### config.mk
export PLATFORM = sky130hd
export DESIGN_NAME = xirq_conditioner
export DESIGN_NICKNAME = d
export VERILOG_FILES = /design/src/rtl/xirq_pkg.sv /design/src/rtl/xirq_sync.sv /design/src/rtl/xirq_line.sv /design/src/rtl/xirq_conditioner.sv
export SDC_FILE = /design/constraint.sdc
export NUM_CORES = 1
export LEC_CHECK = 0
export BUFFER_PORTS_ARGS = -buffer_cell sky130_fd_sc_hd__buf_2
export CORE_MARGIN = 2
export CORE_UTILIZATION = 52
export CTS_BUF_LIST = sky130_fd_sc_hd__clkbuf_4
export DETAILED_ROUTE_END_ITERATION = 6
export PLACE_DENSITY = 0.95
export SLEW_MARGIN = 20
export SYNTH_ARGS = -nofsm -noshare
export SYNTH_HDL_FRONTEND = slang
export SYNTH_SLANG_ARGS = --single-unit
### constraint.sdc
create_clock -name clk -period 1.7 [get_ports clk]
set_input_delay 0.34 -clock clk [delete_from_list [all_inputs] [get_ports clk]]
set_output_delay 0.34 -clock clk [all_outputs]
set_load 0.01 [all_outputs]
### src/rtl/xirq_pkg.sv
package xirq_pkg;

    typedef enum logic [1:0] {
        TRIG_HIGH = 2'b00,
        TRIG_LOW  = 2'b01,
        TRIG_RISE = 2'b10,
        TRIG_FALL = 2'b11
    } trig_e;

    // writable configuration bits and the pending position inside one byte
    localparam logic [7:0] CFG_MASK  = 8'hF0;
    localparam logic [7:0] PEND_MASK = 8'h01;
    localparam int         CFG_LSB   = 4;

    typedef struct packed {
        logic s1;
        logic s2;
        logic s3;
    } sync_t;

    typedef struct packed {
        trig_e trig;
        logic  en;
        logic  fast;
        logic  pend;
        logic  out;
    } line_t;

endpackage

### src/rtl/xirq_sync.sv
module xirq_sync
    import xirq_pkg::*;
(
    input  logic clk,
    input  logic rst_n,
    input  logic sample,
    input  logic pin,
    output logic level,
    output logic rise,
    output logic fall
);

    sync_t st_d, st_q;

    always_comb begin
        st_d = st_q;
        if (sample) begin
            st_d.s1 = pin;
            st_d.s2 = st_q.s1;
            st_d.s3 = st_q.s2;
        end
    end

    always_ff @(posedge clk or negedge rst_n) begin
        if (!rst_n) st_q <= '0;
        else        st_q <= st_d;
    end

    assign level = st_q.s2;
    assign rise  = sample &  st_q.s2 & ~st_q.s3;
    assign fall  = sample & ~st_q.s2 &  st_q.s3;


    sync_hold_chk: assert property (@(posedge clk) disable iff (!rst_n)
        !sample |=> $stable(level));

endmodule

### src/rtl/xirq_line.sv
module xirq_line
    import xirq_pkg::*;
(
    input  logic       clk,
    input  logic       rst_n,
    input  logic       slow_tick,
    input  logic       pin,
    input  logic       wr_hit,
    input  logic [7:0] wr_byte,
    output logic [7:0] ctrl_byte,
    output logic       irq
);

    line_t      st_d, st_q;
    logic       sample, lvl, rise, fall;
    logic       is_edge, inv, cond_lvl, edge_hit, clr;
    logic [3:0] cfg;

    assign sample = st_q.fast | slow_tick;

    xirq_sync u_sync (
        .clk    (clk),
        .rst_n  (rst_n),
        .sample (sample),
        .pin    (pin),
        .level  (lvl),
        .rise   (rise),
        .fall   (fall)
    );

    always_comb begin
        is_edge  = st_q.trig[1];
        inv      = st_q.trig[0];
        cond_lvl = lvl ^ inv;
        edge_hit = inv ? fall : rise;
        cfg      = 4'((wr_byte & CFG_MASK) >> CFG_LSB);
        clr      = wr_hit && ((wr_byte & PEND_MASK) != 8'h00);

        st_d = st_q;
        if (wr_hit) begin
            st_d.trig = trig_e'(cfg[3:2]);
            st_d.en   = cfg[1];
            st_d.fast = cfg[0];
        end
        if (clr) st_d.pend = 1'b0;
        if (is_edge && st_q.en && edge_hit) st_d.pend = 1'b1;
        st_d.out = st_q.en & (is_edge ? edge_hit : cond_lvl);

        ctrl_byte = {st_q.trig, st_q.en, st_q.fast, 3'b000,
                     is_edge ? st_q.pend : cond_lvl};
    end

    always_ff @(posedge clk or negedge rst_n) begin
        if (!rst_n) st_q <= '0;
        else        st_q <= st_d;
    end

    assign irq = st_q.out;


    pulse_width_chk: assert property (@(posedge clk) disable iff (!rst_n)
        (st_q.out && is_edge && !wr_hit) |=> !st_q.out);


    mask_out_chk: assert property (@(posedge clk) disable iff (!rst_n)
        !st_q.en |=> !st_q.out);


    no_latch_off_chk: assert property (@(posedge clk) disable iff (!rst_n)
        (!st_q.pend && !st_q.en) |=> !st_q.pend);


    pend_hold_chk: assert property (@(posedge clk) disable iff (!rst_n)
        (st_q.pend && !clr) |=> st_q.pend);


    pend_clear_chk: assert property (@(posedge clk) disable iff (!rst_n)
        (clr && !rise && !fall) |=> !st_q.pend);

endmodule

### src/rtl/xirq_conditioner.sv
module xirq_conditioner
    import xirq_pkg::*;
#(
    parameter int NLINES = 3,
    localparam int REG_W = 8 * NLINES
) (
    input  logic              clk,
    input  logic              rst_n,
    input  logic              slow_tick,
    input  logic [NLINES-1:0] irq_pin,
    input  logic              bus_wr,
    input  logic [NLINES-1:0] bus_be,
    input  logic [REG_W-1:0]  bus_wdata,
    output logic [REG_W-1:0]  bus_rdata,
    output logic [NLINES-1:0] irq_out
);

    logic [7:0] byte_rd [NLINES];

    // line n lives in byte lane NLINES-1-n: line 0 takes the top byte
    for (genvar i = 0; i < NLINES; i++) begin : g_line
        localparam int LANE = NLINES - 1 - i;

        xirq_line u_line (
            .clk       (clk),
            .rst_n     (rst_n),
            .slow_tick (slow_tick),
            .pin       (irq_pin[i]),
            .wr_hit    (bus_wr & bus_be[LANE]),
            .wr_byte   (bus_wdata[LANE*8 +: 8]),
            .ctrl_byte (byte_rd[i]),
            .irq       (irq_out[i])
        );
    end

    always_comb begin
        bus_rdata = '0;
        for (int i = 0; i < NLINES; i++) begin
            bus_rdata[(NLINES-1-i)*8 +: 8] = byte_rd[i];
        end
    end

endmodule

==> metrics.md <==
| Metric | Value |
|---|---|
| Hold Crit Class | `in -> async` |
| Critical path's slowest cell | `dfrtp_1` |
| CP Class | `reg -> out` |
| RSZ-0062 raised after global routing | `yes` |
| Fillers | `212` |
| Status | `finished with violations` |
| Skew-Pair Late Insertion Delay | `around 320 ps` |
| GP Congestion | `0.758` |
| CP peak stage delay | `roughly 450 ps` |
| Hold WS | `-0.226 ps` |
| Combinational Power Share | `29.5%` |
| Gr usage total | `between 15 and 20%` |
| Arr. time, crit path | `1330 ps` |
| CP max FO | `5` |
| DRC viols | `0` |
| Vias in the first global route | `about 820` |
| Hold Vio Cnt, Final | `1` |
| Synthesized flop and latch total | `27` |
| DIE AREA | `3030 sq um` |
| Worst path top cell family by delay | `flip-flops` |
| PortBufs | `42` |
| Num Clock Sinks | `27` |
| Async S/R FF share, synth | `100%` |
| Routed via count | `893` |
| Starting DRT DRC Count | `8` |
| Internal Power | `1.11 mW` |
| Clock slew at the register clock pins of the worst setup and hold paths | `150 ps` |
| Critical Path RT | `about 1400 ps` |
| Final setup viols | `0` |
| Synth Area in Simple Gates | `7.93%` |
| Worst slew pin tran | `584 ps` |
| Buf/Inv on CP | `1` |
| Failing checks | `hold timing` |
| DP HPWL | `1800 microns` |
| Adder-cell share of the synthesized area | `0%` |
| Width of the die | `approximately 55 microns` |
| Cell with the most instances after synthesis | `dfrtp_1` |
| Worst path cell trace | `xor2_1 > mux2_4 > buf_6` |
| Sequential share of power | `a little over half` |
| Yosys top cell by area | `dfrtp_1` |
| Post-synthesis sequential area ratio | `49.8%` |
| CP Capture Type | `output pin` |
| Max_cap viols | `0` |
| Via density | `5.07` |
| Synth Area per Inst | `11.9 sq um` |
| Synth cell types | `22` |
| Slew Limit Fails | `0` |
| Largest net degree at the start of global routing | `28` |
| XOR/XNOR Fraction of Synth Area | `1.29%` |
| Post-route ant nets | `0` |
| Root Buffer | `clkbuf_4` |
| Cells after Synth | `around 110` |
| CTS tree | `built` |
| Max rail drop VDD | `651 uV` |
| Reg area | `676 sq um` |
| Total Power | `roughly 1.6 mW` |
| Final antenna diode count | `0` |
| Core ar. | `between 2000 and 2500 sq um` |
| Nets | `181` |
| Routed length per instance | `13.2 microns` |
| Largest family of logic cells by synthesized area | `multiplexers` |
| Fmax | `approximately 0.6 GHz` |
| Share of cells above drive strength 1 | `37.0%` |
| Largest cells by area after synthesis | `dfrtp_1, mux2_1, buf_4` |
| Multi-input gate area | `532 sq um` |
| Top cell type's share of synthesized area | `49.8%` |
| Depth of the CTS H-tree | `1` |
| Clock power frac | `between 10% and 20%` |
| Switch share | `30.9%` |
| Crit start category | `register` |
| Final worst-path cycle share | `98.1%` |
| PD cells | `1060 nW/um^2` |
| Die Y | `55.1 microns` |
| Min Tclk post-route | `1670 ps` |
| Pleak | `about 0.75 nW` |
| Synthesis-to-layout area growth | `11.9%` |
| Sw power | `about 0.5 mW` |
| Final Skew | `11.2 ps` |
| Row count | `18` |
| Initial antenna violation count | `0` |
| Proportion of synthesized area in mux cells | `roughly a fifth` |
| Main flop type after synthesis | `dfrtp_1` |
| Worst rel slew slack | `61.0%` |
| Most instantiated cells after synthesis | `dfrtp_1, buf_4, mux2_1` |
| DRT Pass-1 Iters | `4` |
| Initial Utilization | `between 50% and 60%` |
| Drt total wl | `2330 microns` |
| Ports | `61` |
| Post-synthesis compound-gate area fraction | `~7%` |
| Hold-fix buffers at CTS | `0` |
| Post-Synthesis Cell Area | `1360 sq um` |
| Post-route core utilization | `61.3%` |
| Post-synth EDFFs | `0` |
| Total grt overflow | `0` |
| Deepest clock path buffer count | `2` |
| First-pass GRT wire length | `3460 microns` |
| Number of synthesis warnings | `0` |
| Cts bufs inserted | `3` |
## cell type report
class	instances	area share, %
Multi-Input combinational cell	69	35.0
Inverter	2	0.495
Clock buffer	3	1.48
Timing Repair Buffer	44	15.7
Clock inverter	1	0.330
Sequential cell	27	44.5
Tap cell	30	2.47
## per-layer routing
| metal | part of all wire [%] | wire [microns] | vias up | global-route usage, % |
|---|---|---|---|---|
| met5 | 0 | 0 | - | 0 |
| met4 | 0.82 | 19 | 0 | 2.85 |
| met3 | 7.1 | 165 | 2 | 3.76 |
| met2 | 52 | 1220 | 38 | 29.8 |
| met1 | 40 | 925 | 425 | 18.8 |
| li1 | - | - | 428 | - |
## placed cells by master (no fill, tap or decap), types with 2 or more instances in the layout
cell type,count
buf_2,40
dfrtp_1,27
mux2_1,21
conb_1,9
nand2_1,7
nor2_1,4
o21ai_1,3
nand3_1,3
clkbuf_4,3
inv_1,2
xor2_1,2
nand3b_1,2
or3b_1,2
a21oi_2,2
a31o_1,2
nor2b_2,2
o21ai_0,2
a22o_1,2
buf_6,2
buf_4,2
## power groups by stage
| stage | sequential [mW] | clock [mW] | combinational, mW |
|---|---|---|---|
| finish | 0.867 | 0.267 | 0.475 |
| global route | 0.886 | 0.301 | 0.524 |
| CTS | 0.866 | 0.280 | 0.434 |
| detailed placement | 0.882 | 0 | 0.424 |
| global placement | 0.870 | 0 | 0.404 |
| floorplan | 0.853 | 0 | 0.364 |
## state kept, by name, summed over array words and instances, names as in the netlist
| register | cells |
|---|---|
| g_line.u_line.ctrl_byte | 12 |
| g_line.u_line.u_sync.st_q | 6 |
| g_line.u_line.irq | 3 |
| g_line.u_line.st_q | 3 |
| g_line.u_line.u_sync.level | 3 |
## what timing repair did
action | CTS | global route
setup buffers | 1 | 1
resized for setup | 0 | 5
pin swaps | 0 | 2
setup endpoints to repair | 1 | 3
## worst register-to-register path: stages, from the launching register on
cell	delay, ps
dfrtp_1	420
buf_4	150
or3b_1	390
a21oi_2	170
a22o_1	150
## per-stage QoR
step	setup TNS, ps	std cells	setup slack, ps	cell area [sq um]
after floorplan	0	122	494	1390
after global placement	0	170	383	1450
after detailed placement	0	170	376	1450
after CTS	0	175	13.1	1490
after global routing	-58.6	176	-34.6	1520
final	0	176	32.8	1520
## path summary, 6_finish.rpt
kind                                                 start                             to  slack [ps]  cells after the start
max                          g_line[2].u_line.ctrl_byte[6]                   bus_rdata[0]          30                      3
min                                                  rst_n       g_line[1].u_line.st_q[1]        -0.2                      1
max reg2reg                  g_line[0].u_line.ctrl_byte[6]       g_line[0].u_line.st_q[1]         380                      4
min reg2reg                g_line[1].u_line.u_sync.st_q[2]  g_line[1].u_line.u_sync.level         510                      1
max in group asynchronous                            rst_n  g_line[2].u_line.ctrl_byte[4]        1310                      1
min in group clk                             bus_wdata[22]  g_line[0].u_line.ctrl_byte[6]         220                      2
## logic make-up after synthesis
family / count (synthesis)
mux: 24
other cells: 1
compound gates: 13
simple gates: 21
xor+xnor: 2
flops: 27
buf+inv: 26
No activity file was read; power rests on OpenSTA's default activity.
